### config.mk
export PLATFORM = sky130hd
export DESIGN_NAME = clk_branch_ctrl
export DESIGN_NICKNAME = d
export VERILOG_FILES = /design/src/rtl/cbc_pkg.sv /design/src/rtl/cbc_rst_sync.sv /design/src/rtl/cbc_cfg_reg.sv /design/src/rtl/cbc_pd_ctrl.sv /design/src/rtl/cbc_branch_gate.sv /design/src/rtl/cbc_base_status.sv /design/src/rtl/clk_branch_ctrl.sv
export SDC_FILE = /design/constraint.sdc
export NUM_CORES = 1
export LEC_CHECK = 0
export BUFFER_PORTS_ARGS = -buffer_cell sky130_fd_sc_hd__clkbuf_2
export CAP_MARGIN = 10
export CORE_MARGIN = 2
export CORE_UTILIZATION = 36
export DETAILED_ROUTE_END_ITERATION = 12
export PLACE_DENSITY = 0.58
export SYNTH_ARGS = -nofsm -noshare
export SYNTH_HDL_FRONTEND = slang
export SYNTH_SLANG_ARGS = --single-unit
### constraint.sdc
create_clock -name clk -period 1.27 [get_ports clk]
set_clock_uncertainty 0.05 [all_clocks]
set_input_delay 0.254 -clock clk [delete_from_list [all_inputs] [get_ports clk]]
set_output_delay 0.254 -clock clk [all_outputs]
set_load 0.1 [all_outputs]
### src/rtl/cbc_pkg.sv
package cbc_pkg;
  localparam int CFG_W  = 3;
  localparam int RD_W   = 4;
  localparam int RUN_B  = 0;
  localparam int AUTO_B = 1;
  localparam int WAKE_B = 2;
  localparam int STAT_B = 3;

  typedef struct packed {
    logic wake;
    logic autom;
    logic run;
  } cbc_cfg_t;

  localparam logic [CFG_W-1:0] CFG_RST = 3'b001;
endpackage

### src/rtl/cbc_rst_sync.sv
module cbc_rst_sync (
  input  logic clk,
  input  logic rst_n_in,
  output logic rst_n_out
);
  logic [1:0] sync_q;

  always_ff @(posedge clk or negedge rst_n_in) begin
    if (!rst_n_in) sync_q <= 2'b00;
    else           sync_q <= {sync_q[0], 1'b1};
  end

  assign rst_n_out = sync_q[1];
endmodule

### src/rtl/cbc_cfg_reg.sv
module cbc_cfg_reg
  import cbc_pkg::*;
#(
  parameter logic [CFG_W-1:0] WR_MASK = 3'b111,
  parameter logic [CFG_W-1:0] TIE_VAL = 3'b000
) (
  input  logic     clk,
  input  logic     rst_n,
  input  logic     wr_en,
  input  cbc_cfg_t wdata,
  output cbc_cfg_t cfg
);
  logic [CFG_W-1:0] wbits;
  logic [CFG_W-1:0] bits;

  assign wbits = wdata;

  for (genvar b = 0; b < CFG_W; b++) begin : g_bit
    if (WR_MASK[b]) begin : g_rw
      logic bit_q, bit_d;
      always_comb begin
        bit_d = bit_q;
        if (wr_en) bit_d = wbits[b];
      end
      always_ff @(posedge clk or negedge rst_n) begin
        if (!rst_n) bit_q <= CFG_RST[b];
        else        bit_q <= bit_d;
      end
      assign bits[b] = bit_q;
    end else begin : g_tie
      assign bits[b] = TIE_VAL[b];
    end
  end

  assign cfg = bits;
endmodule

### src/rtl/cbc_pd_ctrl.sv
module cbc_pd_ctrl (
  input  logic clk,
  input  logic rst_n,
  input  logic pd_enter,
  input  logic wake_evt,
  output logic pd_mode
);
  logic pd_q, pd_d;

  always_comb begin
    pd_d = pd_q;
    if (pd_enter) pd_d = 1'b1;
    if (wake_evt) pd_d = 1'b0;
  end

  always_ff @(posedge clk or negedge rst_n) begin
    if (!rst_n) pd_q <= 1'b0;
    else        pd_q <= pd_d;
  end

  assign pd_mode = pd_q;

  AST_WAKE_CLEARS: assert property (@(posedge clk) disable iff (!rst_n)
    wake_evt |=> !pd_mode);
  AST_PD_SETS: assert property (@(posedge clk) disable iff (!rst_n)
    (pd_enter && !wake_evt) |=> pd_mode);
endmodule

### src/rtl/cbc_branch_gate.sv
module cbc_branch_gate
  import cbc_pkg::*;
#(
  parameter bit FIXED_ON = 1'b0
) (
  input  logic     clk,
  input  logic     rst_n,
  input  cbc_cfg_t cfg,
  input  logic     base_ok,
  input  logic     pd_mode,
  input  logic     ack,
  output logic     gate_en,
  output logic     req,
  output logic     status
);
  logic want;
  logic hs_done;
  logic gate_q, gate_d;
  logic req_q, req_d;
  logic stat_q;

  assign want    = cfg.run & base_ok & ~(pd_mode & cfg.wake);
  assign hs_done = req_q & ack;

  always_comb begin
    gate_d = gate_q;
    req_d  = 1'b0;
    if (want) begin
      gate_d = 1'b1;
    end else if (gate_q) begin
      if (!cfg.autom || hs_done) gate_d = 1'b0;
      else                       req_d  = 1'b1;
    end
  end

  always_ff @(posedge clk or negedge rst_n) begin
    if (!rst_n) begin
      gate_q <= 1'b0;
      req_q  <= 1'b0;
      stat_q <= 1'b0;
    end else begin
      gate_q <= gate_d;
      req_q  <= req_d;
      stat_q <= gate_q;
    end
  end

  assign gate_en = gate_q;
  assign req     = req_q;
  assign status  = stat_q;

  AST_ON_NEEDS_BASE: assert property (@(posedge clk) disable iff (!rst_n)
    $rose(gate_q) |-> $past(base_ok));
  AST_AUTO_WAITS: assert property (@(posedge clk) disable iff (!rst_n)
    ($fell(gate_q) && $past(cfg.autom)) |-> $past(req_q && ack));
  AST_REQ_WHILE_ON: assert property (@(posedge clk) disable iff (!rst_n)
    req_q |-> gate_q);
  AST_PD_OFF: assert property (@(posedge clk) disable iff (!rst_n)
    (pd_mode && cfg.wake && !cfg.autom) |=> !gate_q);
  AST_STATUS_LAG: assert property (@(posedge clk) disable iff (!rst_n)
    $rose(gate_q) |=> status);

  if (FIXED_ON) begin : g_fixed
    AST_FIXED_ON: assert property (@(posedge clk) disable iff (!rst_n)
      base_ok |=> gate_q);
  end
endmodule

### src/rtl/cbc_base_status.sv
module cbc_base_status #(
  parameter int N_BRANCH = 4,
  parameter int N_BASE   = 2,
  parameter logic [N_BRANCH*8-1:0] BASE_MAP = '0
) (
  input  logic [N_BRANCH-1:0] gate_en,
  output logic [N_BASE-1:0]   base_idle
);
  for (genvar j = 0; j < N_BASE; j++) begin : g_base
    logic [N_BRANCH-1:0] member;
    for (genvar i = 0; i < N_BRANCH; i++) begin : g_m
      localparam int BI = int'(BASE_MAP[i*8 +: 8]);
      assign member[i] = (BI == j);
    end
    assign base_idle[j] = ~|(gate_en & member);
  end
endmodule

### src/rtl/clk_branch_ctrl.sv
module clk_branch_ctrl
  import cbc_pkg::*;
#(
  parameter int N_BRANCH = 4,
  parameter int N_BASE   = 2,
  parameter int ADDR_W   = (N_BRANCH > 1) ? $clog2(N_BRANCH) : 1,
  parameter logic [N_BRANCH*8-1:0] BASE_MAP = {8'd1, 8'd1, 8'd0, 8'd0},
  parameter logic [N_BRANCH-1:0] RUN_WR  = 4'b1110,
  parameter logic [N_BRANCH-1:0] RUN_TV  = 4'b0001,
  parameter logic [N_BRANCH-1:0] AUTO_WR = 4'b0110,
  parameter logic [N_BRANCH-1:0] AUTO_TV = 4'b0000,
  parameter logic [N_BRANCH-1:0] WAKE_WR = 4'b0110,
  parameter logic [N_BRANCH-1:0] WAKE_TV = 4'b1000
) (
  input  logic                clk,
  input  logic                rst_n,
  input  logic [ADDR_W-1:0]   reg_addr,
  input  logic                reg_wr,
  input  logic [CFG_W-1:0]    reg_wdata,
  output logic [RD_W-1:0]     reg_rdata,
  input  logic                pd_enter,
  input  logic                wake_evt,
  input  logic [N_BASE-1:0]   base_run,
  input  logic [N_BRANCH-1:0] mdis_ack,
  output logic [N_BRANCH-1:0] mdis_req,
  output logic [N_BRANCH-1:0] gate_en,
  output logic [N_BASE-1:0]   base_idle
);
  localparam int N_SLOT = 1 << ADDR_W;

  logic rst_n_s;
  logic pd_mode;
  logic [N_BRANCH-1:0] stat;
  logic [RD_W-1:0] rd_slot [N_SLOT];

  cbc_rst_sync u_rst (.clk(clk), .rst_n_in(rst_n), .rst_n_out(rst_n_s));

  cbc_pd_ctrl u_pd (
    .clk(clk), .rst_n(rst_n_s), .pd_enter(pd_enter),
    .wake_evt(wake_evt), .pd_mode(pd_mode)
  );

  for (genvar i = 0; i < N_BRANCH; i++) begin : g_br
    localparam int BI = int'(BASE_MAP[i*8 +: 8]);
    localparam logic [CFG_W-1:0] WRM = {WAKE_WR[i], AUTO_WR[i], RUN_WR[i]};
    localparam logic [CFG_W-1:0] TVM = {WAKE_TV[i], AUTO_TV[i], RUN_TV[i]};
    localparam bit FIX = !RUN_WR[i] && RUN_TV[i] && !WAKE_WR[i] && !WAKE_TV[i]
                         && !AUTO_WR[i] && !AUTO_TV[i];
    cbc_cfg_t cfg;
    cbc_cfg_t wd;
    logic     sel_wr;

    assign wd     = reg_wdata;
    assign sel_wr = reg_wr && (reg_addr == ADDR_W'(i));

    cbc_cfg_reg #(.WR_MASK(WRM), .TIE_VAL(TVM)) u_cfg (
      .clk(clk), .rst_n(rst_n_s), .wr_en(sel_wr), .wdata(wd), .cfg(cfg)
    );

    cbc_branch_gate #(.FIXED_ON(FIX)) u_gate (
      .clk(clk), .rst_n(rst_n_s), .cfg(cfg), .base_ok(base_run[BI]),
      .pd_mode(pd_mode), .ack(mdis_ack[i]), .gate_en(gate_en[i]),
      .req(mdis_req[i]), .status(stat[i])
    );

    assign rd_slot[i] = {stat[i], cfg};
  end

  for (genvar s = N_BRANCH; s < N_SLOT; s++) begin : g_pad
    assign rd_slot[s] = '0;
  end

  assign reg_rdata = rd_slot[reg_addr];

  cbc_base_status #(.N_BRANCH(N_BRANCH), .N_BASE(N_BASE), .BASE_MAP(BASE_MAP)) u_bst (
    .gate_en(gate_en), .base_idle(base_idle)
  );

  AST_IDLE_NO_RISE: assert property (@(posedge clk) disable iff (!rst_n_s)
    (base_idle == {N_BASE{1'b1}} && base_run == '0) |=> base_idle == {N_BASE{1'b1}});
endmodule

==> impl_metrics.env <==
export IMPL_cts_root_buffer="clkbuf_4"
export IMPL_max_cap_violations=0
export IMPL_syn_area_um2=898.4
export IMPL_min_from="base_run[0]"
export IMPL_cts_buffer_depth=2
export IMPL_cp_required_ns=0.97
export IMPL_endpoint_kind="output port"
export IMPL_numCtsBuffers=3
export IMPL_reg2reg_to="g_br[2].u_gate.req"
export IMPL_ir_drop_mv=0.9990
export IMPL_viasPerCell=4.500
export IMPL_grt_first_pass_wirelength_um=2766
export IMPL_syn_area_per_cell_um2=12.83
export IMPL_wl_per_cell_um=11.71
export IMPL_route_vias_total=612
export IMPL_cts_tree="yes"
export IMPL_post_route_period_util=1.309
export IMPL_reg2reg_depth=3
export IMPL_hold_end="g_br[0].u_gate.gate_en"
export IMPL_ant_nets=0
export IMPL_violations="setup timing"
export IMPL_start_util=0.3728
export IMPL_finalCriticalPeriod_ns=1.662
export IMPL_grt_antenna_before_repair=0
export IMPL_yosysWarningCount=0
export IMPL_power_leakage_nw=0.6575
export IMPL_critPathLaunch="g_br[2].u_gate.status"
export IMPL_wl_um=1592
export IMPL_slew_violations=0
export IMPL_grt_overflow_total=0
export IMPL_diodes=0
export IMPL_worstSetupStartpointType="register"
export IMPL_cts_sinks=20
export IMPL_fmax_ghz=0.6017
export IMPL_hold_slack_ns=0.03508
export IMPL_hold_viol=0
export IMPL_clk_pin_slew_ns=0.11
export IMPL_die_y_um=53.96
export IMPL_min_path_type="in -> reg"
export IMPL_ioPinCount=30
export IMPL_grt_pass1_vias=643
export IMPL_rsz0062_at_grt="true"
export IMPL_arrival_ns=1.36
export IMPL_powerDensity_nw_per_um2=1683
export IMPL_dp_worst_setup_slack_ns=-0.1555
export IMPL_dieWidth_um=53.96
export IMPL_die_area_um2=2911
export IMPL_critical_path_max_fanout=1
export IMPL_drt_iter0_drc=3
export IMPL_syn_inst=70
export IMPL_whs_path_depth=1
export IMPL_rows=18
export IMPL_outcome="finished, violations left"
export IMPL_finalWorstSetupSlack_ns=-0.3918
export IMPL_n_fill_cell=197
export IMPL_postLayoutCoreUtil=0.5867
export IMPL_grt_usage=0.1352
export IMPL_hpwl_um=1233
export IMPL_grt_max_degree=13
export IMPL_path_class="reg -> out"
export IMPL_synth_ff_latch_count=20
export IMPL_drt_drc_violations_left=0
export IMPL_setup_violations=8
export IMPL_finalNetCount=123
export IMPL_htreeDepth=1
export IMPL_drive_gt1_frac=0.6698
export IMPL_core_area_um2=2410
export IMPL_ys_types=21
export IMPL_io_buffers=25
export IMPL_ys_seq_area_frac=0.5613
export IMPL_clock_latency_ns=0.29
export IMPL_mostFrequentLayoutCells="dfrtp_1 (13), clkbuf_2 (13), buf_12 (13), buf_4 (13), nand2_1 (5)"
export IMPL_syn_to_final_growth_pct=57.38
export IMPL_regToRegSetupSlack_ns=0.21
export IMPL_drt_first_pass_iters=3
export IMPL_timing_rr_start="g_br[2].u_cfg.g_bit[0].g_rw.bit_q"
export IMPL_gp_congestion=0.8335
[metrics by stage]
step	instance area, um2	power, mW	setup TNS [ns]	std cells
6_report	1414	2.379	-1.227	136
5_1_grt	1414	2.484	-1.615	136
4_1_cts	1385	2.370	-1.244	134
3_5_place_dp	1249	1.902	-0.5030	121
3_3_place_gp	1249	1.890	-0.4272	121
2_1_floorplan	959.7	1.580	-0.3677	71
[flip-flops by register name (all words and copies together) (netlist names)]
signal / cells
g_br.u_gate.gate_en: 4
g_br.u_gate.req: 2
u_rst.sync_q: 2
g_br.u_gate.status: 4
u_pd.pd_mode: 1
g_br.u_cfg.g_bit.g_rw.bit_q: 7
[cell usage after synthesis, drive strengths merged]
master	count	area (um2)
buf	10	82.58
nand3b	3	47.55
o21ai	1	5.000
a21oi	2	10.01
a211oi	2	15.01
dfstp	3	78.83
nand3	1	5.000
conb	2	7.510
dfrtp	17	425.4
mux2i	1	10.01
nor2	7	26.28
mux2	7	90.08
nor3b	1	7.510
and2	4	25.02
o2bb2ai	2	17.52
nand2	6	22.52
mux4	1	22.52
[logic make-up after synthesis]
logic type / share of synthesized area
compound gates: 0.05292
buf+inv: 0.09192
flops: 0.5613
mux: 0.1365
other cells: 0.008360
simple gates: 0.1490
[worst max-delay path by stage]
stage / endpoint
after global placement: reg_rdata[3]
final: reg_rdata[3]
after global routing: reg_rdata[3]
after floorplan: reg_rdata[0]
after detailed placement: reg_rdata[0]
after CTS: reg_rdata[3]
[area by class of cell]
cell class	count	area (um2)	share of cell area
repair buffers	41	444.2	0.3142
clock buffers	4	36.28	0.02566
flip-flops and latches	20	509.2	0.3602
multi-input cells	41	386.6	0.2735
well taps	30	37.54	0.02655
[power breakdown]
group	internal, mW	leakage (nW)	switching [mW]
logic	0.489	0.399	0.686
clock network	0.175	0.0210	0.183
registers	0.752	0.237	0.0946
total	1.42	0.657	0.963
[metal layers]
layer	wire length (um)	track usage
met5	0	0
met1	619	0.1571
met4	0	0.03846
met3	81	0.03611
met2	891	0.2419
[what timing repair did]
item	CTS	global route
setup buffers	8	2
pin swaps	2	1
gates cloned	0	0
endpoints found under the hold margin	2	0
hold buffers	1	0
gates resized for setup	7	3
endpoints found under the setup margin	9	10
[worst max-delay path, cell delays in order (launching register included)]
cell and delay (ns):
dfrtp_1 0.39, mux4_2 0.49, buf_12 0.19
Power figures use the tool's default switching activity.
